`config.mk`:
```
export PLATFORM = sky130hd
export DESIGN_NAME = dual_fmt_mux
export DESIGN_NICKNAME = d
export VERILOG_FILES = /design/src/rtl/dfm_pkg.sv /design/src/rtl/dfm_code_fmt.sv /design/src/rtl/dfm_slot_ctl.sv /design/src/rtl/dual_fmt_mux.sv
export SDC_FILE = /design/constraint.sdc
export NUM_CORES = 1
export LEC_CHECK = 0
export ABC_AREA = 1
export BUFFER_PORTS_ARGS = -buffer_cell sky130_fd_sc_hd__buf_2
export CORE_MARGIN = 2
export CORE_UTILIZATION = 48
export DETAILED_ROUTE_END_ITERATION = 10
export PLACE_DENSITY = 0.78
export SETUP_SLACK_MARGIN = 0.3
export SKIP_CTS_REPAIR_TIMING = 1
export SLEW_MARGIN = 20
export SYNTH_ARGS = -nofsm -noshare
export SYNTH_HDL_FRONTEND = slang
export SYNTH_SLANG_ARGS = --single-unit
```
`constraint.sdc`:
```
create_clock -name clk -period 1.25 [get_ports clk]
set_input_delay 0 -clock clk [delete_from_list [all_inputs] [get_ports clk]]
set_output_delay 0 -clock clk [all_outputs]
set_load 0.005 [all_outputs]
```
`src/rtl/dfm_pkg.sv`:
```
// Shared definitions for the dual-channel output formatter.
// Assumes: two channels, indexed I then Q.
package dfm_pkg;
    localparam int CH_N = 2;
    typedef enum logic {CH_I = 1'b0, CH_Q = 1'b1} chan_e;
endpackage

```
`src/rtl/dfm_code_fmt.sv`:
```
// Recodes one offset-binary sample as straight binary or two's complement.
// Assumes: input is offset binary with midscale at the top-bit-only code.
module dfm_code_fmt #(
    parameter int DW = 10
) (
    input  logic [DW-1:0] raw,
    input  logic          twos,
    output logic [DW-1:0] word
);
    // Flip only the sign bit when two's complement is selected.
    always_comb begin
        word         = raw;
        word[DW-1]   = raw[DW-1] ^ twos;
    end
endmodule

```
`src/rtl/dfm_slot_ctl.sv`:
```
// Decides pair acceptance and tracks the pending Q slot of an interleaved pair.
// Assumes: at most one Q word is ever pending; strobes during it are dropped.
module dfm_slot_ctl (
    input  logic clk,
    input  logic rst_n,
    input  logic strobe,
    input  logic par_mode,
    output logic accept,
    output logic q_slot
);
    logic q_pend;

    // A pair is accepted only when no Q word is waiting.
    always_comb accept = strobe && !q_pend;

    // Arm the Q slot for one cycle after an interleaved pair is accepted.
    always_ff @(posedge clk) begin
        if (!rst_n) q_pend <= 1'b0;
        else        q_pend <= accept && !par_mode;
    end

    assign q_slot = q_pend;

    // a Q slot lasts exactly one cycle.
    p_single_qslot_r5: assert property (@(posedge clk) disable iff (!rst_n)
        q_pend |=> !q_pend);
endmodule

```
`src/rtl/dual_fmt_mux.sv`:
```
// Output formatter and bus multiplexer for a matched I/Q sample pair.
// Assumes: smp_i/smp_q are offset binary and valid with smp_vld; the
// controls are sampled only when a pair is accepted.
module dual_fmt_mux #(
    parameter int DW = 10
) (
    input  logic          clk,
    input  logic          rst_n,
    input  logic          smp_vld,
    input  logic [DW-1:0] smp_i,
    input  logic [DW-1:0] smp_q,
    input  logic          fmt_twos,
    input  logic          bus_par,
    output logic [DW-1:0] bus_i,
    output logic [DW-1:0] bus_q,
    output logic          out_vld,
    output logic          out_chq
);
    import dfm_pkg::*;

    localparam logic [DW-1:0] ZERO_W = '0;

    logic [DW-1:0] raw_w  [CH_N];
    logic [DW-1:0] fmt_w  [CH_N];
    logic [DW-1:0] q_hold;
    logic          accept;
    logic          q_slot;
    logic          cfg_par;
    chan_e         cur_ch;

    assign raw_w[CH_I] = smp_i;
    assign raw_w[CH_Q] = smp_q;

    // One recoder per channel, both driven by the live format select.
    for (genvar c = 0; c < CH_N; c++) begin : g_ch
        dfm_code_fmt #(.DW(DW)) u_fmt (
            .raw  (raw_w[c]),
            .twos (fmt_twos),
            .word (fmt_w[c])
        );
    end

    dfm_slot_ctl u_slot (
        .clk      (clk),
        .rst_n    (rst_n),
        .strobe   (smp_vld),
        .par_mode (bus_par),
        .accept   (accept),
        .q_slot   (q_slot)
    );

    // Output registers: load a new pair, emit a pending Q word, or idle.
    always_ff @(posedge clk) begin
        if (!rst_n) begin
            bus_i   <= ZERO_W;
            bus_q   <= ZERO_W;
            q_hold  <= ZERO_W;
            out_vld <= 1'b0;
            cur_ch  <= CH_I;
            cfg_par <= 1'b1;
        end else if (accept) begin
            bus_i   <= fmt_w[CH_I];
            bus_q   <= bus_par ? fmt_w[CH_Q] : ZERO_W;
            q_hold  <= fmt_w[CH_Q];
            out_vld <= 1'b1;
            cur_ch  <= CH_I;
            cfg_par <= bus_par;
        end else if (q_slot) begin
            bus_i   <= q_hold;
            out_vld <= 1'b1;
            cur_ch  <= CH_Q;
        end else begin
            out_vld <= 1'b0;
            cur_ch  <= CH_I;
        end
    end

    assign out_chq = (cur_ch == CH_Q);

    // reset clears the outputs.
    p_reset_clear_r1: assert property (@(posedge clk)
        !rst_n |=> (!out_vld && !out_chq && bus_i == ZERO_W && bus_q == ZERO_W));
    // recoding never touches the bits below the sign bit.
    p_low_bits_kept_r3: assert property (@(posedge clk) disable iff (!rst_n)
        accept |=> bus_i[DW-2:0] == $past(smp_i[DW-2:0]));
    // a Q word follows an I word of an interleaved pair.
    p_q_after_i_r5: assert property (@(posedge clk) disable iff (!rst_n)
        out_chq |-> (out_vld && $past(out_vld && !out_chq && !cfg_par)));
    // the Q bus is low while interleaving.
    p_qbus_low_r6: assert property (@(posedge clk) disable iff (!rst_n)
        (out_vld && !cfg_par) |-> bus_q == ZERO_W);
    // a pending Q slot wins over any new strobe.
    p_qslot_wins_r8: assert property (@(posedge clk) disable iff (!rst_n)
        q_slot |=> out_chq);
    // the channel flag only rides on valid words.
    p_flag_needs_vld_r9: assert property (@(posedge clk) disable iff (!rst_n)
        !out_vld |-> !out_chq);
endmodule

```
Word-level counts from Yosys, hierarchy flattened
Index checks and enable logic that the tools add are counted.
{"block": "op_classes", "n_mux": 5, "bitwise_logic": 3, "n_reduce_logical": 6}
{"op": "two-way mux 10 bit", "count": 3}
{"op": "logical AND 1 bit", "count": 2}
{"op": "logical NOT 1 bit", "count": 2}
{"op": "two-way mux 1 bit", "count": 2}
{"op": "nonzero test 2 bit", "count": 1}
{"op": "OR reduction 2 bit", "count": 1}
{"op": "bitwise XOR 1 bit", "count": 2}
{"op": "NOT 1 bit", "count": 1}
{"block": "word_totals", "inputBits": 25, "output_inout_bits": 22, "wordCells": 20, "ff_bits": 33}

Longest topological paths before layout
Gate-level depths: netlist of the first run.
{"block": "depth", "depth_word": 3, "ltp_mapped": 8, "ltp_nobuf": 7}

Modules after synthesis
From an unflattened synthesis of the first run, not the netlist that was laid out.
{"block": "unflattened", "cells_unflattened": 206, "hier_area_um2": 1594.0}
{"mod": "dual_fmt_mux", "instances": 1, "area_each_um2": 1373.8, "seq_area_each_um2": 640.6, "cells_per_inst": 171}
{"mod": "dfm_code_fmt", "instances": 2, "area_each_um2": 86.3, "seq_area_each_um2": 0.0, "cells_per_inst": 14}
{"mod": "dfm_slot_ctl", "instances": 1, "area_each_um2": 47.5, "seq_area_each_um2": 20.0, "cells_per_inst": 7}

Least setup slack after synthesis of the first run
Ideal clock, no wire load.
{"block": "synth_path", "path_type": "reg2reg", "start": "reg u_slot.q_pend (netlist: u_slot.q_slot)", "end": "reg bus_i[1]", "n_path_buf": 2, "setup_time_ps": 109, "t_arrival_ps": 836, "stages_incl_launch_ff": 8, "path_slack_ps": 305, "path_cell_list": "dfxtp_1 > buf_4 > nor2_4 > buf_4 > nand2_1 > nand3_1 > nand2_1 > inv_1"}
{"block": "synth_between", "elab_chain_cells": 3, "word_cells_on_any_way": 4, "classes_between": "1 x mux; 3 x reduce/logical"}
{"element": "start, declared", "line": "dfm_slot_ctl.sv:11", "source": "logic q_pend;"}
{"element": "start signal, assigned", "line": "dfm_slot_ctl.sv:19", "source": "else q_pend <= accept && !par_mode;"}
{"element": "logical NOT 1 bit", "line": "dfm_slot_ctl.sv:14", "source": "always_comb accept = strobe && !q_pend;"}
{"element": "logical AND 1 bit", "line": "dfm_slot_ctl.sv:14"}
{"element": "two-way mux 10 bit / nonzero test 2 bit (equally long branches)"}
{"element": "end signal, assigned", "line": "dual_fmt_mux.sv:62", "source": "bus_i <= fmt_w[CH_I];"}
{"element": "end signal, assigned", "line": "dual_fmt_mux.sv:69", "source": "bus_i <= q_hold;"}
{"element": "end, declared", "line": "dual_fmt_mux.sv:14", "source": "output logic [DW-1:0] bus_i,"}
Parallel ways exist; a longest one is shown, timed or not.
A chain may end at the register's enable or synchronous reset.

Worst setup path after layout of the first run
{"block": "layout_path", "start": "reg u_slot.q_pend (netlist: u_slot.q_slot)", "end": "reg bus_i[8]"}
The elaborated chain is that of the path after synthesis.

==> out/qor.txt, run 1 <==
largest net degree at the start of global routing -> 22
Avg Cell Area, Syn -> 7.32 µm²
clk sinks -> 33
global route overflow -> 0
Core Area -> 0.00252 mm²
Hold WS -> -0.0106 ns
routed wire length -> 3.85 mm
critical-path cell list -> inv_2 > nand2_4 > inv_4 > buf_6 > nand2_2 > nand3_2 > nand2_1 > inv_1
Worst slew margin -> 78.4%
critical path class -> reg2reg
Synth Instances -> 178
CP top delay family -> flip-flops
Fin Setup TNS -> 0 ns
clk buf depth -> 2
reg2reg path depth -> 8
Worst-path clk slew -> 0.10 ns
TritonRoute pass-1 iters -> 4
HP Class -> in2reg
failing checks -> hold timing
wire length per cell -> 13.5 µm
worst IR drop on VDD -> 1100 µV
layout cell share with drive strength beyond 1 -> 33.3%
num rows -> 18
Ant. Diodes -> 0
HPWL after DPL -> 2.02 mm
Worst Min Path Start -> rst_n
register area share after synthesis -> 50.7%
first-pass GRT wire length -> 4.66 mm
CP startpoint kind -> register
Via Count -> 1446
CP Capture Type -> register
WP data required -> 1.48 ns
Routed Antenna Nets -> 0
Die Area -> 0.00315 mm²
clk root buf -> clkbuf_4
worst-path maximum fanout -> 9
nets -> 280
setup slack at placement -> 0.0874 ns
Fin. Hold Viols -> 2
initial antenna violation count -> 0
P_leak -> 0.000993 µW
# DRC -> 0
WP data arrival -> 1.35 ns
Yosys warning total -> 0
Layout area overhead -> 52.2%
CP max-delay cell -> dfxtp_4
RSZ-0062 raised after global routing -> yes
initial core utilization -> 51.7%
Port-buffer cells -> 46
routability cong. -> 0.755
Critical Path Max Stage Delay -> 0.39 ns
min Tclk post-route -> 1.12 ns
num ports -> 47
power density over the cells -> 1080 mW/mm²
TritonCTS buffer count -> 5
Die X -> 56.1 µm
Hold Crit Depth -> 3
Vias/cell -> 5.07
Synth Net Count -> 203
FF-to-FF End -> bus_i[8]
Synth Register Bits -> 33
r2r setup slk -> 0.13 ns
synth unique cells -> 15
GRT Util Overall -> 19.2%
worst slew pin tran -> 0.323 ns
CTS tree -> built
FF-to-FF Start -> u_slot.q_slot
H-Tree Depth -> 2
vias in the first global route -> 1080
Post-Synthesis Cell Area -> 0.00130 mm²
outcome -> complete, but fails checks
Slew Limit Fails -> 0
Max Fclk -> 894 MHz
Fin Clk Skew -> 0.00980 ns
Hold Path Sink -> bus_i[4]
Buf/Inv on CP -> 4
die height -> 56.1 µm
MaxCap Viol Count -> 0
Final Cycle Share -> 89.4%
DRT iter0 DRCs -> 57
final worst slack -> 0.132 ns
endpoints failing setup -> 0
Clock Latency Late Sink -> 0.34 ns
-- tightest hold or removal path: cells and delay by family --
kind / cells / cell delay, ns
buffers and inverters: 2 / 0.21
and+or+nand+nor: 1 / 0.09
-- synthesized netlist by cell type --
master / count / area share [%]
nor2_4: 1 / 0.86
dfxtp_1: 33 / 51
inv_1: 15 / 4.3
buf_4: 3 / 1.7
clkbuf_1: 3 / 0.86
nand2_2: 1 / 0.48
a21oi_1: 22 / 8.4
nor3_1: 1 / 0.38
nor2_1: 1 / 0.29
buf_2: 3 / 1.2
clkinv_2: 1 / 0.38
buf_6: 2 / 1.7
o21ai_0: 1 / 0.38
nand2_1: 69 / 20
nand3_1: 22 / 8.4
-- cell usage in the layout (no fill, tap or decap), types with 3 or more instances in the layout --
| master | netlist | final |
|---|---|---|
| nand2_1 | 69 | 67 |
| buf_2 | 3 | 46 |
| dfxtp_1 | 33 | 32 |
| dlygate4sd3_1 | 0 | 23 |
| nand3_1 | 22 | 19 |
| inv_1 | 15 | 14 |
| a21oi_1 | 22 | 11 |
| a21oi_2 | 0 | 11 |
| buf_4 | 3 | 8 |
| clkbuf_4 | 0 | 5 |
| nand3_2 | 0 | 3 |
-- cells by family after synthesis --
| logic type | share of synthesized area (%) |
|---|---|
| AOI/OAI and AO/OA | 8.83 |
| buffers and inverters | 10.2 |
| DFF | 50.7 |
| and+or+nand+nor | 30.3 |
-- cell type report --
class                   instances  area, µm²
clock buffers                   7       55.1
fillers                       181        538
inverters                      16       62.6
multi-input cells             118        577
flip-flops and latches         33        664
well taps                      30       37.5
repair buffers                 81        588
-- worst max path at each step --
| stage | startpoint | to | slack [ns] | depth (start not counted) |
|---|---|---|---|---|
| after floorplan | u_slot.q_slot | bus_i[1] | 0.30 | 7 |
| after CTS | u_slot.q_slot | bus_i[8] | 0.07 | 8 |
| after global placement | u_slot.q_slot | bus_i[3] | 0.11 | 8 |
| final | u_slot.q_slot | bus_i[8] | 0.13 | 8 |
| after global routing | u_slot.q_slot | bus_i[8] | 0.09 | 8 |
| after detailed placement | u_slot.q_slot | bus_i[8] | 0.09 | 8 |
-- report_power, final --
part / switching, µW / internal (µW) / leakage, µW
combinational: 190 / 193 / 0.000690
clock: 355 / 265 / 0.0000314
sequential: 29.4 / 1110 / 0.000272
-- metal layers --
layer | vias up | global-route usage [%] | wire (µm)
li1 | 711 | - | -
met1 | 638 | 24.7 | 1520
met2 | 83 | 28.2 | 1930
met3 | 14 | 5.81 | 295
met4 | 0 | 11.2 | 108
met5 | - | 0 | 0
-- registers in the layout, summed over array words and instances, names as in the netlist --
name and count:
q_hold 10, bus_q 10, out_vld 1, out_chq 1, u_slot.q_slot 1, bus_i 10
-- metrics by stage --
step	cell area, µm²	std cells	utilization [%]	total power [µW]
6_report	1980	285	78.7	2140
5_1_grt	1980	285	78.7	2240
4_1_cts	1610	257	63.7	2000
3_5_place_dp	1550	250	61.6	1420
3_3_place_gp	1550	250	61.6	1410
2_1_floorplan	1300	178	-	1310
Power figures use the tool's default switching activity.
==> run 2: changes to the inputs <==
--- a/config.mk
+++ b/config.mk
@@ -10,7 +10,7 @@
 export CORE_MARGIN = 2
 export CORE_UTILIZATION = 48
 export DETAILED_ROUTE_END_ITERATION = 10
-export PLACE_DENSITY = 0.78
+export PLACE_DENSITY = 0.89
 export SETUP_SLACK_MARGIN = 0.3
 export SKIP_CTS_REPAIR_TIMING = 1
 export SLEW_MARGIN = 20
==> out/qor.txt, run 2 (same netlist as run 1, synthesis figures left out) <==
initial core utilization -> 51.7% (unchanged)
CTS tree -> built
Fin. Hold Viols -> 4 (+2)
Clk pwr share -> 31.4% (+2.4 points)
wire length per cell -> 11.7 µm (-14%)
WP data arrival -> 1.29 ns (-0.06 ns)
Layout area overhead -> 45.8%
num ports -> 47 (unchanged)
HP Class -> in2reg
critical path class -> reg2reg
Final Cycle Share -> 82.4% (-7.0 points)
Worst slew margin -> 85.1% (+6.7 points)
Via Count -> 1344 (-7.1%)
clk buf depth -> 2 (unchanged)
layout cell share with drive strength beyond 1 -> 29.4% (-3.9 points)
HPWL after DPL -> 1.94 mm (-4.1%)
# DRC -> 0 (unchanged)
first-pass GRT wire length -> 4.48 mm (-3.8%)
worst slew pin tran -> 0.223 ns (-0.101 ns)
min Tclk post-route -> 1.03 ns (-0.0881 ns)
Port-buffer cells -> 46 (unchanged)
Switching Share -> 25.8% (-1.1 points)
Hold WS -> -0.0402 ns (-0.0295 ns)
worst IR drop on VDD -> 1040 µV (-4.8%)
Clock Latency Late Sink -> 0.33 ns (about the same)
power density over the cells -> 1140 mW/mm² (+5.4%)
internal power -> 1600 µW (+2.5%)
TritonRoute pass-1 iters -> 4 (unchanged)
Core Area -> 0.00252 mm² (unchanged)
global route overflow -> 0 (unchanged)
H-Tree Depth -> 2 (unchanged)
die height -> 56.1 µm (unchanged)
endpoints failing setup -> 0 (unchanged)
initial antenna violation count -> 0 (unchanged)
GRT Util Overall -> 17.9% (-1.3 points)
clk sinks -> 33 (unchanged)
Slew Limit Fails -> 0 (unchanged)
Max Fclk -> 971 MHz (+8.6%)
FF-to-FF End -> q_hold[4]
RSZ-0062 raised after global routing -> yes
critical-path cell list -> inv_4 > nand2_8 > clkbuf_16 > nand2_1 > a21oi_1
routability cong. -> 0.794 (+5.2%)
Hold Crit Depth -> 5 (+2)
TritonCTS buffer count -> 5 (unchanged)
Hold Path Sink -> bus_i[8]
Filler cells -> 181 (unchanged)
Fin Clk Skew -> 0.00904 ns (-0.000759 ns)
r2r setup slk -> 0.22 ns (+0.09 ns)
clk root buf -> clkbuf_4
commonest non-fill, non-tap cell in the layout -> nand2_1
final worst slack -> 0.220 ns (+0.0881 ns)
largest net degree at the start of global routing -> 31 (+41%)
met1 usage in global routing -> 23.9% (-0.73 points)
reg2reg path depth -> 5 (-3)
Largest regs -> bus_i (10), bus_q (10), q_hold (10)
Die Area -> 0.00315 mm² (unchanged)
DRT iter0 DRCs -> 56 (-1.8%)
Combinational Power Share -> 16.0% (-1.9 points)
Vias/cell -> 4.83 (-4.7%)
met3 Use GR -> 6.98% (+1.2 points)
sequential share of power -> 52.6% (-0.5 points)
CP startpoint kind -> register
CP top delay family -> flip-flops
num rows -> 18 (unchanged)
routed wire length -> 3.25 mm (-16%)
worst-path maximum fanout -> 11 (+2)
Worst Min Path Start -> smp_i[8]
CP max-delay cell -> dfxtp_4
MaxCap Viol Count -> 0 (unchanged)
Critical Path Max Stage Delay -> 0.39 ns (about the same)
final std cells w/o fill -> 278 (-2.5%)
commonest cells after routing, fill and taps aside -> nand2_1 (67), buf_2 (46), dfxtp_1 (32)
Worst-path clk slew -> 0.10 ns (about the same)
Die X -> 56.1 µm (unchanged)
busiest layer in global routing -> met2
setup slack at placement -> -0.00343 ns (-0.0908 ns)
Routed Antenna Nets -> 0 (unchanged)
FF-to-FF Start -> u_slot.q_slot
failing checks -> hold timing
WP data required -> 1.51 ns (+0.03 ns)
met2 usage -> 26.9% (-1.3 points)
Buf/Inv on CP -> 2 (-2)
P_leak -> 0.000968 µW (-2.5%)
vias in the first global route -> 1036 (-4.1%)
CP Capture Type -> register
P_sw -> 557 µW (-3.0%)
nets -> 272 (-2.9%)
outcome -> complete, but fails checks
Placed Cells -> 246 (-1.6%)
Ant. Diodes -> 0 (unchanged)
## run 2: cell count changes in the layout (fill, tap and decap cells not counted), moves of 2 or more
cell | before | now
a21oi_1 | 11 | 21
dlygate4sd3_1 | 23 | 18
buf_6 | 2 | 0
buf_4 | 8 | 5
inv_6 | 0 | 2
a21oi_2 | 11 | 1
## run 2: layout make-up
class	instances	area, µm²	area share (%)
flip-flops and latches	33	664	35.0
multi-input cells	118	543	28.6
repair buffers	71	493	25.9
inverters	16	75.1	3.95
clock buffers	7	65.1	3.42
well taps	30	37.5	1.97
repair inverters	2	17.5	0.922
clock inverters	1	5.00	0.263
## run 2: worst max-delay path by stage
stage | from | to | slack (ns) | cells after the start
CTS | u_slot.q_slot | bus_i[0] | -0.01 | 7
finish | u_slot.q_slot | q_hold[4] | 0.22 | 5
global placement | u_slot.q_slot | bus_i[8] | 0.05 | 7
detailed placement | u_slot.q_slot | bus_i[0] | -0.003 | 7
global route | u_slot.q_slot | bus_q[7] | 0.17 | 5
floorplan | u_slot.q_slot | bus_i[1] | 0.30 | 7
## run 2: layer usage
metal | share of wire, % | vias up
li1 | - | 696
met1 | 44 | 592
met2 | 48 | 54
met3 | 7.4 | 2
met4 | 0.55 | 0
met5 | 0 | -
## run 2: worst register-to-register path, delay by kind of cell (launching register included)
kind	cells	cell delay, ns
simple gates	2	0.18
buf+inv	2	0.23
flops	1	0.39
compound gates	1	0.16
## run 2: power by group through the flow
stage / clock (µW) / sequential, µW / combinational (µW)
after floorplan: 0 / 1160 / 152
after global placement: 0 / 1160 / 241
after detailed placement: 0 / 1160 / 247
after CTS: 689 / 1130 / 248
after global routing: 733 / 1140 / 384
final: 679 / 1140 / 346
## run 2: stage by stage
step	setup TNS, ns	total power, µW	utilization, %	area, µm²
2_1_floorplan	0	1310	-	1300
3_3_place_gp	0	1400	60.4	1520
3_5_place_dp	-0.00343	1400	60.4	1520
4_1_cts	-0.0189	2070	63.1	1590
5_1_grt	0	2260	75.3	1900
6_report	0	2160	75.3	1900
